==> src/rtl/skip_pkg.sv <==
package skip_pkg;
  typedef enum logic [1:0] {
    SP_WAIT  = 2'd0,
    SP_ON    = 2'd1,
    SP_COAST = 2'd2
  } sp_state_e;
endpackage

==> src/rtl/zc_run_counter.sv <==
module zc_run_counter #(
  parameter int ZC_RUN = 8,
  localparam int CNT_W = (ZC_RUN > 2) ? $clog2(ZC_RUN) : 1
) (
  input  logic clk_i,
  input  logic rst_ni,
  input  logic strobe_i,
  input  logic zc_i,
  input  logic clear_i,
  output logic run_done_o
);
  localparam logic [CNT_W-1:0] LAST = CNT_W'(ZC_RUN - 1);

  logic [CNT_W-1:0] cnt_q;

  assign run_done_o = strobe_i & zc_i & ~clear_i & (cnt_q == LAST);

  always_ff @(posedge clk_i or negedge rst_ni) begin
    if (!rst_ni)                        cnt_q <= '0;
    else if (clear_i)                   cnt_q <= '0;
    else if (strobe_i) begin
      if (!zc_i || cnt_q == LAST)       cnt_q <= '0;
      else                              cnt_q <= cnt_q + 1'b1;
    end
  end

  assert_cnt_range_R2: assert property (@(posedge clk_i) disable iff (!rst_ni)
    cnt_q <= LAST);
  assert_miss_clears_R3: assert property (@(posedge clk_i) disable iff (!rst_ni)
    strobe_i && !zc_i |=> cnt_q == '0);
  assert_force_clears_R1: assert property (@(posedge clk_i) disable iff (!rst_ni)
    clear_i |=> cnt_q == '0);
endmodule

==> src/rtl/skip_mode_fsm.sv <==
module skip_mode_fsm (
  input  logic clk_i,
  input  logic rst_ni,
  input  logic strobe_i,
  input  logic run_done_i,
  input  logic force_pwm_i,
  input  logic uv_lo_i,
  input  logic pulse_on_i,
  output logic skip_o
);
  logic skip_q, exit_pend_q, exit_now;

  // exit deferred to a boundary with no pulse in flight
  assign exit_now = skip_q & strobe_i & ~pulse_on_i
                  & (exit_pend_q | uv_lo_i | force_pwm_i);

  always_ff @(posedge clk_i or negedge rst_ni) begin
    if (!rst_ni) begin
      skip_q      <= 1'b0;
      exit_pend_q <= 1'b0;
    end else begin
      if (!skip_q)       skip_q <= run_done_i;
      else if (exit_now) skip_q <= 1'b0;

      if (!skip_q || exit_now) exit_pend_q <= 1'b0;
      else if (uv_lo_i)        exit_pend_q <= 1'b1;
    end
  end

  assign skip_o = skip_q;

  assert_mode_on_strobe_R9: assert property (@(posedge clk_i) disable iff (!rst_ni)
    !$stable(skip_q) |-> $past(strobe_i));
  assert_no_cut_pulse_R9: assert property (@(posedge clk_i) disable iff (!rst_ni)
    skip_q && pulse_on_i |=> skip_q);
  assert_force_blocks_R1: assert property (@(posedge clk_i) disable iff (!rst_ni)
    !skip_q && force_pwm_i |=> !skip_q);
  assert_uv_exit_R8: assert property (@(posedge clk_i) disable iff (!rst_ni)
    skip_q && uv_lo_i && strobe_i && !pulse_on_i |=> !skip_q);
endmodule

==> src/rtl/skip_pulse_gen.sv <==
module skip_pulse_gen
  import skip_pkg::*;
(
  input  logic clk_i,
  input  logic rst_ni,
  input  logic skip_i,
  input  logic pwm_clk_i,
  input  logic ov_hi_i,
  input  logic ipk_i,
  input  logic v_nom_i,
  input  logic zc_i,
  output logic hs_o,
  output logic ls_o,
  output logic clk_en_o,
  output logic on_o
);
  sp_state_e state_q, state_d;
  logic clk_prev_q, rise, zc_done_q;

  assign rise = pwm_clk_i & ~clk_prev_q;

  always_comb begin
    state_d = state_q;
    if (!skip_i) state_d = SP_WAIT;
    else begin
      unique case (state_q)
        SP_WAIT:  if (rise)              state_d = SP_ON;
        SP_ON:    if (ov_hi_i || ipk_i)  state_d = SP_COAST;
        SP_COAST: if (v_nom_i)           state_d = SP_WAIT;
        default:                         state_d = SP_WAIT;
      endcase
    end
  end

  always_ff @(posedge clk_i or negedge rst_ni) begin
    if (!rst_ni) begin
      state_q    <= SP_WAIT;
      clk_prev_q <= 1'b0;
      zc_done_q  <= 1'b0;
    end else begin
      state_q    <= state_d;
      clk_prev_q <= pwm_clk_i;
      zc_done_q  <= (state_q == SP_COAST) & (zc_done_q | zc_i);
    end
  end

  assign on_o     = (state_q == SP_ON);
  assign hs_o     = on_o;
  assign ls_o     = (state_q == SP_COAST) & ~zc_done_q & ~zc_i;
  assign clk_en_o = (state_q != SP_COAST);

  assert_rise_starts_R5: assert property (@(posedge clk_i) disable iff (!rst_ni)
    skip_i && state_q == SP_WAIT && rise |=> state_q == SP_ON);
  assert_turn_off_R6: assert property (@(posedge clk_i) disable iff (!rst_ni)
    skip_i && state_q == SP_ON && (ov_hi_i || ipk_i) |=> state_q == SP_COAST);
  assert_ls_latched_R7: assert property (@(posedge clk_i) disable iff (!rst_ni)
    state_q == SP_COAST && zc_i && !v_nom_i && skip_i |=> !ls_o);
endmodule

==> src/rtl/skip_mode_ctrl.sv <==
module skip_mode_ctrl #(
  parameter int ZC_RUN = 8
) (
  input  logic clk_i,
  input  logic rst_ni,
  input  logic force_pwm_i,
  input  logic pwm_clk_i,
  input  logic cyc_strobe_i,
  input  logic pwm_hs_i,
  input  logic zc_i,
  input  logic ov_hi_i,
  input  logic v_nom_i,
  input  logic uv_lo_i,
  input  logic ipk_i,
  output logic skip_mode_o,
  output logic hs_on_o,
  output logic ls_en_o,
  output logic clk_en_o
);
  logic skip, run_done, sp_hs, sp_ls, sp_clk_en, sp_on;

  zc_run_counter #(.ZC_RUN(ZC_RUN)) u_cnt (
    .clk_i      (clk_i),
    .rst_ni     (rst_ni),
    .strobe_i   (cyc_strobe_i),
    .zc_i       (zc_i),
    .clear_i    (force_pwm_i | skip),
    .run_done_o (run_done)
  );

  skip_mode_fsm u_fsm (
    .clk_i       (clk_i),
    .rst_ni      (rst_ni),
    .strobe_i    (cyc_strobe_i),
    .run_done_i  (run_done),
    .force_pwm_i (force_pwm_i),
    .uv_lo_i     (uv_lo_i),
    .pulse_on_i  (sp_on),
    .skip_o      (skip)
  );

  skip_pulse_gen u_pulse (
    .clk_i     (clk_i),
    .rst_ni    (rst_ni),
    .skip_i    (skip),
    .pwm_clk_i (pwm_clk_i),
    .ov_hi_i   (ov_hi_i),
    .ipk_i     (ipk_i),
    .v_nom_i   (v_nom_i),
    .zc_i      (zc_i),
    .hs_o      (sp_hs),
    .ls_o      (sp_ls),
    .clk_en_o  (sp_clk_en),
    .on_o      (sp_on)
  );

  assign skip_mode_o = skip;
  assign hs_on_o     = skip ? sp_hs : pwm_hs_i;
  assign ls_en_o     = skip ? sp_ls : ~pwm_hs_i;
  assign clk_en_o    = skip ? sp_clk_en : 1'b1;

  assert_no_overlap_R4: assert property (@(posedge clk_i) disable iff (!rst_ni)
    !(hs_on_o && ls_en_o));
  assert_coast_gate_R7: assert property (@(posedge clk_i) disable iff (!rst_ni)
    !clk_en_o |-> !hs_on_o && skip_mode_o);
endmodule

==> config.mk <==
export PLATFORM = sky130hd
export DESIGN_NAME = skip_mode_ctrl
export DESIGN_NICKNAME = d
export VERILOG_FILES = /design/src/rtl/skip_pkg.sv /design/src/rtl/zc_run_counter.sv /design/src/rtl/skip_mode_fsm.sv /design/src/rtl/skip_pulse_gen.sv /design/src/rtl/skip_mode_ctrl.sv
export SDC_FILE = /design/constraint.sdc
export NUM_CORES = 1
export LEC_CHECK = 0
export ABC_AREA = 0
export ABC_CLOCK_PERIOD_IN_PS = 2050
export CORE_AREA = 2 2 39 41
export DETAILED_ROUTE_END_ITERATION = 8
export DIE_AREA = 0 0 41 43
export GPL_ROUTABILITY_DRIVEN = 0
export SYNTH_ARGS = -nofsm -noshare
export SYNTH_HDL_FRONTEND = slang
export SYNTH_SLANG_ARGS = --single-unit
==> constraint.sdc <==
create_clock -name clk_i -period 2.05 [get_ports clk_i]
set_clock_uncertainty 0.15 [all_clocks]
set_input_delay 0.41 -clock clk_i [delete_from_list [all_inputs] [get_ports clk_i]]
set_output_delay 0.41 -clock clk_i [all_outputs]
set_load 0.01 [all_outputs]
==> results.py <==
metrics = {
    "logic_synthesis": {
        "synthTopCellsByArea": "dfrtp_1 50%, ha_1 5.6%, nand2b_1 4.2%, a21oi_1 3.4%, nand3b_1 3.4%",
        "syn-num-nets": 56,
        "yosys.area.top_type_share": 0.5028,
        "ys_warn_count": 0,
        "syn_avg_cell_area_um2": 10.42,
        "synth_top_area_cell": "dfrtp_1",
        "syn_area_um2": 447.9,
        "synth_cell_type_count": 21,
        "yosysSeqAreaShare": 0.5028,
        "ys_ff_latch": 9,
        "syn_inst": 43,
    },
    "floorplanning": {
        "core-area_um2": 1384,
        "fp.dieW_um": 41,
        "dieHeight_um": 43,
        "row_count": 14,
        "ioPinCount": 15,
        "dieArea_um2": 1763,
        "start_util": 0.3237,
    },
    "timing": {
        "finalHoldViolations": 0,
        "rsz0062_at_grt": "no",
        "slew_viol_final": 0,
        "worstMarginPinSlew_ns": 0.4179,
        "max_freq_mhz": 512.9,
        "fin_crit_sh": 0.9511,
        "slew_headroom": 0.7206,
        "setup_violations": 0,
        "hold_ws_ns": 0.3012,
        "finalCriticalPeriod_ns": 1.950,
    },
    "clocking": {
        "cts.sinks": 9,
        "insertion_delay_ns": 0.26,
        "cts_tree": "done",
        "hold_buffers": 0,
        "clk_pin_slew_ns": 0.06,
        "cts_buffer_depth": 2,
        "cts_buffers": 3,
        "htree_levels": 1,
        "cts_root_buf": "clkbuf_4",
    },
    "global_routing": {
        "grt_pass1_vias": 343,
        "grt_pass1_wl_mm": 1.518,
        "grt_use_met1": 0.1751,
        "grt_antenna_before_repair": 0,
        "gr-total-overflow": 0,
        "grt_use_met3": 0.04712,
        "grt.total_usage": 0.1365,
        "met2_usage": 0.1813,
        "grt_max_degree": 10,
        "busiest_layer": "met2",
    },
    "layout": {
        "final_nets": 76,
        "fin_cells": 78,
        "area_delta_synth_final_pct": 43.85,
        "seq_area_um2": 225.2,
        "antenna_cells": 0,
        "most-common-layout-cells": "12 x clkdlybuf4s50_1, 9 x dfrtp_1",
        "multi_input_area_um2": 205.2,
        "drive_gt1_frac": 0.09677,
        "fillers": 153,
        "layout_commonest_cell": "clkdlybuf4s50_1",
    },
    "job": {
        "cap_violations": 0,
    },
    "worst_setup_path": {
        "end_kind": "output port",
        "start_kind": "input port",
        "crit_required_ns": 1.49,
        "critPathKind": "input port to output port",
        "crit_end": "ls_en_o",
        "r2r_start": "u_cnt.cnt_q[0]",
        "reg2regPathDepth": 5,
        "rrSetupSlack_ns": 0.47,
        "startpoint": "zc_i",
        "crit_fanout": 2,
        "reg2reg_to": "u_cnt.cnt_q[0]",
        "arrival_ns": 1.39,
    },
    "power": {
        "power_density_nw_per_um2": 559.7,
        "peakVddDrop_uv": 231.7,
        "leakagePower_nw": 0.2883,
    },
    "routing": {
        "route.detailed.drc": 0,
        "first_pass_iters": 4,
        "vias": 384,
        "ant_nets": 0,
        "drt_iter0_drc": 1,
        "routed_wire_length_per_instance_um": 11.69,
        "vias_per_cell": 4.923,
        "wl_um": 912,
    },
    "place": {
        "numPortBuffers": 14,
        "place_inst": 74,
        "post-dp-hpwl_um": 702.4,
    },
    "hold_path": {
        "min_path_type": "input port to async pin",
    },
    "outcome": {
        "outcome": "finished, final reports clean",
    },
}
synth_stat cells (all sizes together):
cell    number
o22ai        1
and2         1
and2b        1
inv          2
dfrtp        9
nand2b       3
o311a        1
nor3         2
mux2i        1
nor2b        2
a41oi        1
a211oi       1
nor2         3
nor3b        2
o21ai        1
buf          2
a21oi        3
nand3b       2
o32ai        1
ha           2
a31oi        2
cell families after synthesis:
kind of cell	count (synthesis)	share of synthesized area
and+or+nand+nor	16	0.2151
AOI/OAI and AO/OA	11	0.1648
DFF	9	0.5028
buffers and inverters	4	0.03911
adders and majority gates	2	0.05586
muxes	1	0.02235
where the power goes:
| group | leakage (nW) | total, W | internal, W | switching (W) |
|---|---|---|---|---|
| registers | 0.123 | 0.000181 | 0.000180 | 0.00000124 |
| clock network | 0.0150 | 0.000136 | 0.0000750 | 0.0000611 |
| logic | 0.151 | 0.0000433 | 0.0000261 | 0.0000172 |
| total | 0.288 | 0.000361 | 0.000281 | 0.0000795 |
worst max-delay path, cell delays in order:
cell             delay, ns
clkdlybuf4s50_1       0.42
o32ai_1               0.26
dlygate4sd2_1         0.30
how the worst min path moves through the flow:
| stage | slack (ns) | startpoint | endpoint |
|---|---|---|---|
| 2_1_floorplan | -0.04 | rst_ni | u_cnt.cnt_q[0] |
| 3_3_place_gp | 0.33 | u_pulse.state_q[1] | u_pulse.state_q[0] |
| 3_5_place_dp | 0.33 | u_pulse.state_q[1] | u_pulse.state_q[0] |
| 4_1_cts | 0.32 | rst_ni | u_pulse.zc_done_q |
| 5_1_grt | 0.33 | rst_ni | u_pulse.zc_done_q |
| 6_report | 0.30 | rst_ni | u_fsm.skip_o |
flip-flops by register name (all words and copies together) (netlist names):
| name | count |
|---|---|
| u_fsm.exit_pend_q | 1 |
| u_cnt.cnt_q | 3 |
| u_pulse.clk_prev_q | 1 |
| u_pulse.state_q | 2 |
| u_fsm.skip_o | 1 |
| u_pulse.zc_done_q | 1 |
metrics by stage:
stage | power, W | util | setup TNS [ns] | setup WS (ns) | instance area, um^2
detailed placement | 0.0002298 | 0.4485 | -0.3178 | -0.1983 | 620.6
floorplan | 0.0001981 | - | 0 | 0.4868 | 447.9
CTS | 0.0003658 | 0.4656 | 0 | 0.08716 | 644.4
global placement | 0.0002292 | 0.4485 | -0.2861 | -0.1885 | 620.6
global route | 0.0003841 | 0.4656 | 0 | 0.03011 | 644.4
finish | 0.0003607 | 0.4656 | 0 | 0.1003 | 644.4
layer usage:
metal,up-vias,wire (um)
li1,195,-
met1,175,443
met2,12,379
met3,2,70
met4,0,19
met5,-,0
what timing repair did:
item	in CTS	in global routing
setup endpoints to repair	2	0
gates resized for setup	2	0
setup buffers	0	0
layout make-up:
class	instances	share of cell area
inverters	2	0.01165
multi-input cells	30	0.3184
well taps	16	0.03107
repair buffers	17	0.2485
clock buffers	4	0.04078
flip-flops and latches	9	0.3495
(Power assumes the default switching activity.)
